File: config.mk
export PLATFORM = sky130hd
export DESIGN_NAME = byte_mem
export DESIGN_NICKNAME = d
export VERILOG_FILES = /design/src/rtl/bm_pkg.sv /design/src/rtl/bm_access_decode.sv /design/src/rtl/bm_lane_steer.sv /design/src/rtl/bm_word_store.sv /design/src/rtl/byte_mem.sv
export SDC_FILE = /design/constraint.sdc
export NUM_CORES = 1
export LEC_CHECK = 0
export BUFFER_PORTS_ARGS = -buffer_cell sky130_fd_sc_hd__buf_2
export CAP_MARGIN = 30
export CORE_MARGIN = 3
export CORE_UTILIZATION = 50
export DETAILED_ROUTE_END_ITERATION = 6
export PLACE_DENSITY = 0.77
export REMOVE_ABC_BUFFERS = 1
export SLEW_MARGIN = 20
export SYNTH_ARGS = -nofsm -noshare
export SYNTH_HDL_FRONTEND = slang
export SYNTH_SLANG_ARGS = --single-unit
File: constraint.sdc
create_clock -name clk -period 2.21 [get_ports clk]
set_input_delay 0 -clock clk [delete_from_list [all_inputs] [get_ports clk]]
set_output_delay 0 -clock clk [all_outputs]
set_load 0.01 [all_outputs]
File: src/rtl/bm_pkg.sv
package bm_pkg;

  typedef enum logic [1:0] {
    OP_LOAD_WORD  = 2'b00,
    OP_STORE_BYTE = 2'b01,
    OP_STORE_HALF = 2'b10,
    OP_STORE_WORD = 2'b11
  } mem_op_e;

  // Alignment rule per access size
  function automatic logic op_aligned(input mem_op_e op, input logic [1:0] off);
    case (op)
      OP_STORE_BYTE: op_aligned = 1'b1;
      OP_STORE_HALF: op_aligned = (off[0] == 1'b0);
      default:       op_aligned = (off == 2'b00);
    endcase
  endfunction

  // Byte-lane strobe for a store of the given size at the given offset
  function automatic logic [3:0] lane_mask(input mem_op_e op, input logic [1:0] off);
    case (op)
      OP_STORE_BYTE: lane_mask = 4'b0001 << off;
      OP_STORE_HALF: lane_mask = 4'b0011 << off;
      OP_STORE_WORD: lane_mask = 4'b1111;
      default:       lane_mask = 4'b0000;
    endcase
  endfunction

  // Replicate narrow store data onto every lane it may occupy
  function automatic logic [31:0] spread_data(input mem_op_e op, input logic [31:0] wd);
    case (op)
      OP_STORE_BYTE: spread_data = {4{wd[7:0]}};
      OP_STORE_HALF: spread_data = {2{wd[15:0]}};
      default:       spread_data = wd;
    endcase
  endfunction

  // Word index: byte address over four, wrapped at the implemented depth
  function automatic logic [29:0] word_slot(input logic [31:0] a, input int unsigned depth);
    word_slot = a[31:2] % 30'(depth);
  endfunction

endpackage

File: src/rtl/bm_access_decode.sv
module bm_access_decode
  import bm_pkg::*;
(
  input  logic       en,
  input  mem_op_e    op,
  input  logic [1:0] off,
  output logic [3:0] wr_strobe,
  output logic       rd_fire,
  output logic       misalign
);

  logic legal;

  always_comb begin
    legal     = op_aligned(op, off);
    misalign  = en && !legal;
    rd_fire   = en && legal && (op == OP_LOAD_WORD);
    wr_strobe = (en && legal) ? lane_mask(op, off) : 4'b0000;
  end

  always_comb begin

    misalign_no_write_chk: assert (!(misalign && (wr_strobe != 4'b0000)));

    idle_quiet_chk: assert (en || (!misalign && !rd_fire && wr_strobe == 4'b0000));

    byte_one_lane_chk: assert (!(en && op == OP_STORE_BYTE) || $countones(wr_strobe) == 1);

    half_pair_chk: assert (!(wr_strobe != 4'b0000 && op == OP_STORE_HALF)
                           || wr_strobe == 4'b0011 || wr_strobe == 4'b1100);
  end

endmodule

File: src/rtl/bm_lane_steer.sv
module bm_lane_steer
  import bm_pkg::*;
(
  input  mem_op_e     op,
  input  logic [31:0] wdata,
  output logic [31:0] lanes
);

  always_comb lanes = spread_data(op, wdata);

endmodule

File: src/rtl/bm_word_store.sv
module bm_word_store #(
  parameter int unsigned DEPTH = 16,
  parameter int unsigned LANES = 4,
  localparam int unsigned IDX_W = (DEPTH > 1) ? $clog2(DEPTH) : 1
) (
  input  logic               clk,
  input  logic [IDX_W-1:0]   idx,
  input  logic [LANES-1:0]   strobe,
  input  logic [8*LANES-1:0] wlanes,
  output logic [8*LANES-1:0] rword
);

  for (genvar g = 0; g < LANES; g++) begin : g_lane
    logic [7:0] cells [DEPTH];

    always_ff @(posedge clk) begin
      if (strobe[g]) cells[idx] <= wlanes[8*g +: 8];
    end

    assign rword[8*g +: 8] = cells[idx];
  end

endmodule

File: src/rtl/byte_mem.sv
module byte_mem
  import bm_pkg::*;
#(
  parameter int unsigned DEPTH = 16,
  localparam int unsigned IDX_W = (DEPTH > 1) ? $clog2(DEPTH) : 1
) (
  input  logic        clk,
  input  logic        en,
  input  logic [1:0]  mem_op,
  input  logic [31:0] addr,
  input  logic [31:0] wdata,
  output logic [31:0] rdata,
  output logic        misalign
);

  mem_op_e          op;
  logic [3:0]       wr_strobe;
  logic             rd_fire;
  logic [31:0]      lanes;
  logic [31:0]      rword;
  logic [29:0]      slot;
  logic [IDX_W-1:0] idx;

  assign op   = mem_op_e'(mem_op);
  assign slot = word_slot(addr, DEPTH);
  assign idx  = slot[IDX_W-1:0];

  bm_access_decode u_dec (
    .en(en), .op(op), .off(addr[1:0]),
    .wr_strobe(wr_strobe), .rd_fire(rd_fire), .misalign(misalign)
  );

  bm_lane_steer u_steer (.op(op), .wdata(wdata), .lanes(lanes));

  bm_word_store #(.DEPTH(DEPTH), .LANES(4)) u_store (
    .clk(clk), .idx(idx), .strobe(wr_strobe), .wlanes(lanes), .rword(rword)
  );

  assign rdata = rd_fire ? rword : 32'h0;

  always_comb begin

    rdata_gate_chk: assert (rd_fire || rdata == 32'h0);

    load_no_strobe_chk: assert (!rd_fire || wr_strobe == 4'b0000);
  end

endmodule

==> results of run 1 <==
==> cells by family after synthesis <==
family / after synthesis / share of synthesized area
AOI/OAI and AO/OA: 73 / 0.0265
adders and majority gates: 5 / 0.00308
buffers and inverters: 69 / 0.0171
DFF: 512 / 0.756
muxes: 192 / 0.173
and+or+nand+nor: 114 / 0.0237
==> area by class of cell <==
type                    instances  area (sq um)
flip-flops and latches        512         15400
fillers                      2797         16300
multi-input cells             384          4660
well taps                     525           657
diodes                          1          2.50
inverters                      12          45.0
repair buffers                194          1430
clock inverters                28           178
clock buffers                  55          1250
==> placed cells by master, fill, tap and decap left out, drive strengths merged, types with 4 or more instances in the layout <==
master       instances
edfxtp             512
buf                184
mux4               128
nor2                78
mux2i               64
clkbuf              57
o22ai               40
clkinv              26
nand2               17
inv                 12
a22o                 8
a22oi                8
dlygate4sd3          8
a21oi                8
nand3                6
nor2b                5
ha                   5
o221ai               4
==> worst max path at each step <==
| stage | to | slack [ps] | cells after the start |
|---|---|---|---|
| floorplan | u_store.g_lane[1].cells[13][0] | -170 | 6 |
| global placement | u_store.g_lane[2].cells[0][6] | 30 | 8 |
| detailed placement | u_store.g_lane[2].cells[0][1] | -30 | 6 |
| CTS | rdata[25] | 100 | 9 |
| global route | rdata[25] | 30 | 9 |
| finish | rdata[25] | 110 | 9 |
==> per-layer routing <==
layer / wire [um] / part of all wire
met2: 21600 / 0.50
met4: 1500 / 0.035
met5: 41 / 0.00095
met3: 3560 / 0.082
met1: 16600 / 0.38
==> metrics by stage <==
| stage | setup slack, ps | util | cell area [sq um] | setup TNS, ps | std cells |
|---|---|---|---|---|---|
| after global placement | 30.7 | 0.552 | 22000 | 0 | 1616 |
| final | 106 | 0.591 | 23600 | 0 | 1711 |
| after CTS | 104 | 0.590 | 23500 | 0 | 1708 |
| after detailed placement | -25.9 | 0.552 | 22100 | -774 | 1618 |
| after floorplan | -168 | - | 20000 | -62430 | 908 |
| after global routing | 27.6 | 0.591 | 23600 | 0 | 1711 |
==> where the power goes <==
| part | switching [mW] | internal, mW | total, mW |
|---|---|---|---|
| sequential | 0.00762 | 10.9 | 10.9 |
| combinational | 0.740 | 0.483 | 1.22 |
| clock | 3.34 | 4.25 | 7.59 |
| total | 4.08 | 15.6 | 19.7 |
==> timing repair <==
item / in CTS / in global routing
endpoints found under the setup margin: 0 / 5
hold buffers: 7 / 1
endpoints found under the hold margin: 93 / 4
==> worst min-delay path, delay by kind of cell <==
| family | cells | cell delay [ps] |
|---|---|---|
| buffers and inverters | 1 | 100 |
| AND/OR/NAND/NOR | 1 | 100 |
| AO/OA/AOI/OAI | 1 | 130 |
==> metrics.log, run 1 <==
[metrics] RSZ-0062 raised after global routing: no
[metrics] highest-utilization routing layer at the global route stage: met2
[metrics] Resized cells post-CTS: 0
[metrics] number of flip-flops in the largest register: a little over 500
[metrics] number of distinct library cells after synthesis: 29
[metrics] biggest area consumer among synthesized cells: edfxtp_1
[metrics] arrival time reported for the critical path endpoint: around 2100 ps
[metrics] cells after synthesis: 965
[metrics] IO Count: 101
[metrics] Overflow after GRT: 0
[metrics] cell with the most instances after synthesis: edfxtp_1
[metrics] fraction of layout instances using a drive strength above 1: 0.334
[metrics] cell family with the largest share of critical-path delay: buffers and inverters
[metrics] worst-case hold slack: -4.52 ps
[metrics] max-slew violation total from the final report: 0
[metrics] Worst Max-Slew Pin Slew: 739 ps
[metrics] wirelength, routed: 43400 um
[metrics] leading cell types by total area after synthesis: edfxtp_1 76%, mux4_2 14%, mux2i_1 3.2%
[metrics] Worst-path clk slew: around 60 ps
[metrics] die boundary width: 208 um
[metrics] violated checks: negative hold slack
[metrics] Iter 0 DRT Violations: between 700 and 800
[metrics] delay contributed by the slowest stage of the critical path: 430 ps
[metrics] H-Tree Depth: 2
[metrics] post-synthesis instance area: 0.0203 sq mm
[metrics] maximum net fanout on the critical path: 32
[metrics] Tcrit/Tclk final: 0.952
[metrics] DRT Pass-1 Iters: 5
[metrics] buffer levels on the longest clock path: 3
[metrics] global-route wire length before repair: 66100 um
[metrics] cells along the critical path: buf_2 -> inv_1 -> ha_1 -> nor3_4 -> buf_4 -> o2111ai_4 -> buf_12 -> o22ai_1 -> buf_2
[metrics] clk sink count: 512
[metrics] IR Drop Worst-Case VDD: between 500 and 600 uV
[metrics] most frequent cell on the critical path: buf_2
[metrics] post-synthesis sequential area ratio: 0.756
[metrics] yosys synthesis warning count: 0
[metrics] HP Start: wdata[29]
[metrics] average wire per cell in the routed design: 25.4 um
[metrics] total setup violations reported at the end of the flow: 0
[metrics] Min Clock Period, post-route: 2100 ps
[metrics] buffers inserted by post-CTS timing repair: 0
[metrics] number of buffers created by CTS: 49
[metrics] dpl hpwl: 28400 um
[metrics] number of antenna violations at the first check in global routing: 4
[metrics] maximum number of pins on one net before global-route repair: 50
[metrics] element type at the critical path end: primary output
[metrics] height of the chip: ~210 um
[metrics] die footprint: 0.0431 sq mm
[metrics] CTS Root Cell: clkbuf_16
[metrics] buffers added on ports: 74
[metrics] Worst Hold Depth: 3
[metrics] area grow syn2layout: 16.1%
[metrics] post-synthesis average cell area: 21.1 sq um
[metrics] top register by number of flip-flops: u_store.g_lane.cells
[metrics] Synth top area share: 0.756
[metrics] Setup CP Type: input port to primary output
[metrics] most common library cells after synthesis: 512 x edfxtp_1, 128 x mux4_2, 78 x nor2_1, 64 x mux2i_1, 40 x o22ai_1
[metrics] met1 layer usage reported by global route: 0.268
[metrics] flip-flop and latch count after synthesis: between 500 and 600
[metrics] TritonCTS clock tree: yes
[metrics] CP max stage cell: ha_1
[metrics] gp weighted congestion: 0.906
[metrics] Top Registers: u_store.g_lane.cells: 512 flops
[metrics] prevailing post-synth register cell: edfxtp_1
[metrics] area of the core: 0.0399 sq mm
[metrics] critical path buffer and inverter count: 5
[metrics] overall global routing resource usage: 0.202
[metrics] via count of the routed design: around 10000
[metrics] Maximum Capacitance Violations: 0
[metrics] Async S/R FF share, synth: 0
[metrics] final net count: 1226
[metrics] Critical Path Source Type: input port
[metrics] met2 demand-to-capacity share in global routing: 0.331
[metrics] Critical Path Start: mem_op[0]
[metrics] final hold violations: 8
[metrics] met3 track demand over resource in global routing: 0.0509
[metrics] classification of the worst-slack hold path: input port to flop
[metrics] overall power after layout: roughly 20 mW
[metrics] leakage power of the design: 7.66 nW
[metrics] endpoint of the worst hold-timing path: u_store.g_lane[3].cells[3][5]
[metrics] tightest slew margin relative to the limit: 0.507
[metrics] number of enable flip-flop cells after synthesis: 512
[metrics] number of remaining DRC errors: 0
[metrics] initial core utilization: 0.509
[metrics] ratio of total power to cell area: 834 mW/mm^2
[metrics] Max Freq: 475 MHz
[metrics] required time worst endpoint: around 2200 ps
[metrics] remaining number of nets flagged by the antenna check after routing: 0
[metrics] row count: 73
[metrics] via count of the first global-routing pass: 10600
[metrics] outcome: complete, but fails checks
[metrics] post-DR vias/cell: 5.87
Power figures use the tool's default switching activity.
==> inputs of run 2 (changes only) <==
--- a/config.mk
+++ b/config.mk
@@ -10,7 +10,7 @@
 export CORE_MARGIN = 3
 export CORE_UTILIZATION = 50
 export DETAILED_ROUTE_END_ITERATION = 6
-export PLACE_DENSITY = 0.77
+export PLACE_DENSITY = 0.8
 export REMOVE_ABC_BUFFERS = 1
 export SLEW_MARGIN = 20
 export SYNTH_ARGS = -nofsm -noshare
==> constraint.sdc (replaced) <==
create_clock -name clk -period 1.8 [get_ports clk]
set_input_delay 0 -clock clk [delete_from_list [all_inputs] [get_ports clk]]
set_output_delay 0 -clock clk [all_outputs]
set_load 0.01 [all_outputs]
==> metrics.log, run 2 (synthesized netlist as in run 1, its figures left out) <==
[metrics] outcome: complete, but fails checks
[metrics] violated checks: negative setup slack
[metrics] max-slew violation total from the final report: 0
[metrics] wirelength, routed: 49400 um
[metrics] remaining number of nets flagged by the antenna check after routing: 0
[metrics] average wire per cell in the routed design: 28.2 um
[metrics] number of flip-flops in the largest register: 512
[metrics] Min Clock Period, post-route: 1960 ps
[metrics] Tcrit/Tclk final: 1.09
[metrics] classification of the worst-slack hold path: input port to flop
[metrics] maximum net fanout on the critical path: 1
[metrics] utilization after layout: 0.612
[metrics] Setup CP Type: flop to primary output
[metrics] buffers added on ports: 74
[metrics] arrival time reported for the critical path endpoint: 1960 ps
[metrics] number of buffers created by CTS: 49
[metrics] instance count after placement with tap cells included: 1657
[metrics] CP max stage cell: mux4_2
[metrics] endpoint of the worst hold-timing path: u_store.g_lane[1].cells[5][6]
[metrics] count of filler cells inserted in the layout: 2677
[metrics] final worst-path setup slack: -163 ps
[metrics] Top Registers: u_store.g_lane.cells: 512 flops
[metrics] clk sink count: 512
[metrics] most frequent standard cell in the layout excluding fill and tap cells: edfxtp_1
[metrics] required time worst endpoint: 1800 ps
[metrics] global-route wire length before repair: ~73000 um
[metrics] Iter 0 DRT Violations: 1160
[metrics] CTS Root Cell: clkbuf_16
[metrics] delay contributed by the slowest stage of the critical path: 520 ps
[metrics] Worst-path clk slew: 60 ps
[metrics] critical path buffer and inverter count: 1
[metrics] number of remaining DRC errors: 0
[metrics] IO Count: 101
[metrics] initial core utilization: 0.509
[metrics] Max Freq: 509 MHz
[metrics] cell family with the largest share of critical-path delay: multiplexers
[metrics] Worst Max-Slew Pin Slew: slightly below 900 ps
[metrics] Critical Path Source Type: flop
[metrics] worst-case hold slack: 47.7 ps
[metrics] area of the core: 0.0399 sq mm
[metrics] die footprint: 0.0431 sq mm
[metrics] TritonCTS clock tree: yes
[metrics] IR Drop Worst-Case VDD: about 740 uV
[metrics] pre-CTS WS: -326 ps
[metrics] total setup violations reported at the end of the flow: 32
[metrics] maximum number of pins on one net before global-route repair: 42
[metrics] critical path depth: 4
[metrics] commonest non-fill, non-tap cells in the layout: 512 x edfxtp_1, 128 x mux4_2, 128 x buf_4
[metrics] final hold violations: 0
[metrics] dpl hpwl: 31700 um
[metrics] overall global routing resource usage: 0.227
[metrics] row count: 73
[metrics] ratio of total power to cell area: between 1000 and 1500 mW/mm^2
[metrics] via count of the first global-routing pass: 11100
[metrics] buffer levels on the longest clock path: 3
[metrics] H-Tree Depth: 2
[metrics] RSZ-0062 raised after global routing: yes
[metrics] top register by number of flip-flops: u_store.g_lane.cells
[metrics] number of cells in the finished layout apart from fillers: ~1800
[metrics] die boundary width: 208 um
[metrics] buffers inserted by post-CTS timing repair: 0
[metrics] via count of the routed design: 10800
[metrics] leakage power of the design: 7.90 nW
[metrics] HP Start: wdata[14]
[metrics] final net count: between 1000 and 1500
[metrics] DRT Pass-1 Iters: 5
[metrics] area grow syn2layout: 20.3%
[metrics] tightest slew margin relative to the limit: 0.423
[metrics] Overflow after GRT: 0
[metrics] element type at the critical path end: primary output
[metrics] post-DR vias/cell: 6.14
[metrics] cells along the critical path: mux4_2 -> mux2i_1 -> o22ai_2 -> buf_2
[metrics] height of the chip: 208 um
[metrics] Maximum Capacitance Violations: 0
[metrics] fraction of layout instances using a drive strength above 1: 0.384
[metrics] gp weighted congestion: between 0.8 and 0.9
[metrics] number of antenna violations at the first check in global routing: 2
[metrics] Worst Hold Depth: 3
-- run 2: final cells by class --
| class | instances | area, sq um | area share |
|---|---|---|---|
| Tap cell | 525 | 657 | 0.0269 |
| Timing Repair Buffer | 231 | 1840 | 0.0755 |
| Multi-Input combinational cell | 384 | 4960 | 0.203 |
| Antenna cell | 1 | 2.50 | 0.000102 |
| Sequential cell | 512 | 15400 | 0.629 |
| Clock buffer | 59 | 1260 | 0.0517 |
| Clock inverter | 28 | 295 | 0.0121 |
| Inverter | 12 | 45.0 | 0.00184 |
-- run 2: how the worst max path moves through the flow --
stage | start | slack, ps | end
CTS | u_store.g_lane[2].cells[11][2] | -200 | rdata[18]
global placement | mem_op[0] | -200 | u_store.g_lane[0].cells[8][4]
finish | u_store.g_lane[3].cells[8][0] | -160 | rdata[24]
global route | u_store.g_lane[3].cells[10][1] | -200 | rdata[25]
floorplan | mem_op[0] | -580 | u_store.g_lane[1].cells[13][0]
detailed placement | mem_op[0] | -330 | u_store.g_lane[0].cells[0][4]
-- run 2: layer usage --
layer	part of all wire	GRT usage	vias to the layer above	wire length, um
li1	-	-	4464	-
met1	0.37	0.295	5582	18200
met2	0.52	0.387	574	25500
met3	0.074	0.0411	126	3650
met4	0.039	0.0867	4	1930
met5	0.0014	0.00890	-	67
-- run 2: repair_timing --
item / CTS / global route
gates resized for setup: 45 / 17
endpoints found under the hold margin: 128 / 0
gates cloned: 0 / 0
pin swaps: 9 / 5
setup endpoints to repair: 32 / 32
hold buffers: 8 / 0
-- run 2: power by group --
part / internal [mW] / switching, mW / leakage [nW]
Sequential: 13.3 / 0.0120 / 4.39
Combinational: 0.746 / 1.09 / 2.76
Clock: 5.85 / 4.12 / 0.750
Total: 19.9 / 5.22 / 7.90
-- run 2: per-stage QoR --
stage / power (mW) / area (sq um) / setup TNS, ps
final: 25.2 / 24400 / -3800
after global placement: 15.3 / 22500 / -80510
after global routing: 25.8 / 24400 / -5310
after floorplan: 14.3 / 20000 / -290370
after detailed placement: 15.3 / 22500 / -126830
after CTS: 25.2 / 24300 / -4480
-- run 2: tightest hold or removal path: cells and delay by family --
family	cells	cell delay, ps
buffers and inverters	2	290
AO/OA/AOI/OAI	1	180
==> inputs of run 3 (changes only) <==
--- a/config.mk
+++ b/config.mk
@@ -5,6 +5,7 @@
 export SDC_FILE = /design/constraint.sdc
 export NUM_CORES = 1
 export LEC_CHECK = 0
+export ABC_AREA = 1
 export BUFFER_PORTS_ARGS = -buffer_cell sky130_fd_sc_hd__buf_2
 export CAP_MARGIN = 30
 export CORE_MARGIN = 3
@@ -12,7 +13,7 @@
 export DETAILED_ROUTE_END_ITERATION = 6
 export PLACE_DENSITY = 0.8
 export REMOVE_ABC_BUFFERS = 1
-export SLEW_MARGIN = 20
+export SLEW_MARGIN = 25
 export SYNTH_ARGS = -nofsm -noshare
 export SYNTH_HDL_FRONTEND = slang
 export SYNTH_SLANG_ARGS = --single-unit
==> metrics.log, run 3 <==
[metrics] outcome: complete, but fails checks
[metrics] violated checks: negative setup slack
[metrics] max layer used: met4
[metrics] Worst-path clk slew: about 60 ps
[metrics] TritonCTS clock tree: yes
[metrics] endpoint of the worst hold-timing path: u_store.g_lane[2].cells[8][3]
[metrics] maximum net fanout on the critical path: 1
[metrics] met2 routed wirelength: between 20000 and 30000 um
[metrics] accumulated negative setup slack: -14.5 ps
[metrics] Critical Path Source Type: flop
[metrics] final hold violations: 0
[metrics] gp weighted congestion: between 0.9 and 1
[metrics] Maximum Capacitance Violations: 0
[metrics] ratio of total power to cell area: 1000 mW/mm^2
[metrics] buffers added on ports: 74
[metrics] final net count: ~2100
[metrics] pre-CTS WS: -23.3 ps
[metrics] flip-flop and latch area: 0.0154 sq mm
[metrics] final standard cell area without fillers: 0.0247 sq mm
[metrics] H-Tree Depth: 2
[metrics] via count of the routed design: roughly 15000
[metrics] initial core utilization: 0.512
[metrics] cell with the most instances after synthesis: edfxtp_1
[metrics] area grow syn2layout: 17.0%
[metrics] number of remaining DRC errors: 0
[metrics] number of buffers created by CTS: 48
[metrics] biggest area consumer among synthesized cells: edfxtp_1
[metrics] remaining number of nets flagged by the antenna check after routing: 0
[metrics] area of the core: around 0.041 sq mm
[metrics] number of enable flip-flop cells after synthesis: 512
[metrics] area occupied by multi-input gates: between 0.004 and 0.005 sq mm
[metrics] prevailing post-synth register cell: edfxtp_1
[metrics] wire length on met1: 20300 um
[metrics] Setup CP Type: flop to primary output
[metrics] total setup violations reported at the end of the flow: 1
[metrics] placement-stage cell area: 0.0231 sq mm
[metrics] wirelength, routed: 56500 um
[metrics] Async S/R FF share, synth: 0
[metrics] average wire per cell in the routed design: 21.3 um
[metrics] Synth top area share: 0.727
[metrics] buffer levels on the longest clock path: 3
[metrics] Iter 0 DRT Violations: 2523
[metrics] IR Drop Worst-Case VDD: 730 uV
[metrics] number of flip-flops in the largest register: 512
[metrics] arrival time reported for the critical path endpoint: 1810 ps
[metrics] fraction of layout instances using a drive strength above 1: 0.156
[metrics] commonest non-fill, non-tap cells in the layout: 512 x edfxtp_1, 379 x nand2_1, 335 x nor2_1
[metrics] post-DR vias/cell: between 5 and 6
[metrics] Worst Hold Depth: 4
[metrics] most frequent standard cell in the layout excluding fill and tap cells: edfxtp_1
[metrics] Top Registers: u_store.g_lane.cells: 512 flops
[metrics] IO Count: 101
[metrics] RSZ-0062 raised after global routing: yes
[metrics] DRT Pass-1 Iters: 6
[metrics] overall global routing resource usage: 0.251
[metrics] overall power after layout: between 20 and 25 mW
[metrics] via count of the first global-routing pass: about 15000
[metrics] tightest slew margin relative to the limit: 0.592
[metrics] most common library cells after synthesis: 512 x edfxtp_1, 382 x nand2_1, 353 x nor2_1, 289 x o21ai_0, 151 x inv_1
[metrics] Min Clock Period, post-route: 1810 ps
[metrics] dpl hpwl: between 30000 and 40000 um
[metrics] row count: 74
[metrics] leading cell types by total area after synthesis: edfxtp_1 73%, o21ai_0 6.8%, nand2_1 6.8%
[metrics] detailed route wirelength on metal3: 6040 um
[metrics] number of antenna violations at the first check in global routing: 0
[metrics] top register by number of flip-flops: u_store.g_lane.cells
[metrics] cells after synthesis: roughly 1900
[metrics] clk sink count: 512
[metrics] HP Start: wdata[19]
[metrics] Overflow after GRT: 0
[metrics] post-synthesis instance area: about 0.021 sq mm
[metrics] Max Freq: 551 MHz
[metrics] count of filler cells inserted in the layout: roughly 3000
[metrics] maximum number of pins on one net before global-route repair: 69
[metrics] yosys synthesis warning count: 0
[metrics] die boundary width: 212 um
[metrics] max-slew violation total from the final report: 0
[metrics] Worst Max-Slew Pin Slew: slightly above 600 ps
[metrics] global-route wire length before repair: 83900 um
[metrics] utilization after layout: 0.599
[metrics] Tcrit/Tclk final: 1.01
[metrics] flip-flop and latch count after synthesis: around 510
[metrics] die footprint: 0.0448 sq mm
[metrics] classification of the worst-slack hold path: input port to flop
[metrics] post-synthesis average cell area: between 10 and 15 sq um
[metrics] leakage power of the design: just over 9 nW
[metrics] required time worst endpoint: 1800 ps
[metrics] post-synthesis sequential area ratio: 0.727
[metrics] height of the chip: 212 um
[metrics] CTS Root Cell: clkbuf_16
[metrics] element type at the critical path end: primary output
[metrics] number of distinct library cells after synthesis: 19
[metrics] final worst-path setup slack: -14.5 ps
run 3: layer usage:
metal | vias to the layer above | track usage
li1 | 6742 | -
met1 | 7051 | 0.318
met2 | 1026 | 0.415
met3 | 211 | 0.0448
met4 | 0 | 0.136
met5 | - | 0
run 3: critical path, stage by stage, from the launching register on:
cell,delay (ps)
edfxtp_1,320
nor2_1,50
o21ai_0,230
nand2_1,80
nand2_1,70
nand3_1,130
nor2_1,190
buf_2,170
run 3: cell type report:
| class | count | share of cell area |
|---|---|---|
| antenna | 1 | 0.000101 |
| clock inverter | 33 | 0.0104 |
| sequential | 512 | 0.622 |
| timing repair buffer | 238 | 0.0717 |
| tap | 532 | 0.0269 |
| inverter | 157 | 0.0239 |
| multi-input combinational | 1117 | 0.195 |
| clock buffer | 55 | 0.0505 |
run 3: where the power goes:
part	switching [mW]	internal [mW]	leakage [nW]	total [mW]
Sequential	0.0103	13.3	4.31	13.3
Combinational	1.26	0.441	4.25	1.70
Clock	4.21	5.53	0.726	9.74
Total	5.48	19.3	9.28	24.8
run 3: through the flow:
step | hold slack [ps] | cells
final | 35.2 | 2645
after floorplan | 87.1 | 1786
after detailed placement | 314 | 2548
after global routing | 44.3 | 2644
after global placement | 315 | 2548
after CTS | 15.7 | 2644
run 3: logic make-up (layout without fill, tap and decap cells):
logic type | after synthesis | in the layout | share of synthesized area
simple gates | 776 | 776 | 0.141
other cells | 0 | 1 | 0
buf+inv | 248 | 483 | 0.0486
flops | 512 | 512 | 0.727
fa+ha+maj | 5 | 5 | 0.00296
compound gates | 336 | 336 | 0.0800
run 3: timing repair:
action,4_1_cts,5_1_grt
buffers inserted,0,0
setup endpoints to repair,8,28
hold buffers,8,0
pin swaps,0,15
resized for setup,9,62
hold endpoints to repair,128,0
run 3: worst max-delay path by stage:
stage	start	end
detailed placement	mem_op[0]	u_store.g_lane[3].cells[12][4]
CTS	u_store.g_lane[3].cells[11][7]	rdata[31]
finish	u_store.g_lane[1].cells[12][0]	rdata[8]
floorplan	addr[3]	u_store.g_lane[0].cells[10][0]
global route	u_store.g_lane[0].cells[4][3]	rdata[3]
global placement	mem_op[0]	u_store.g_lane[3].cells[12][3]
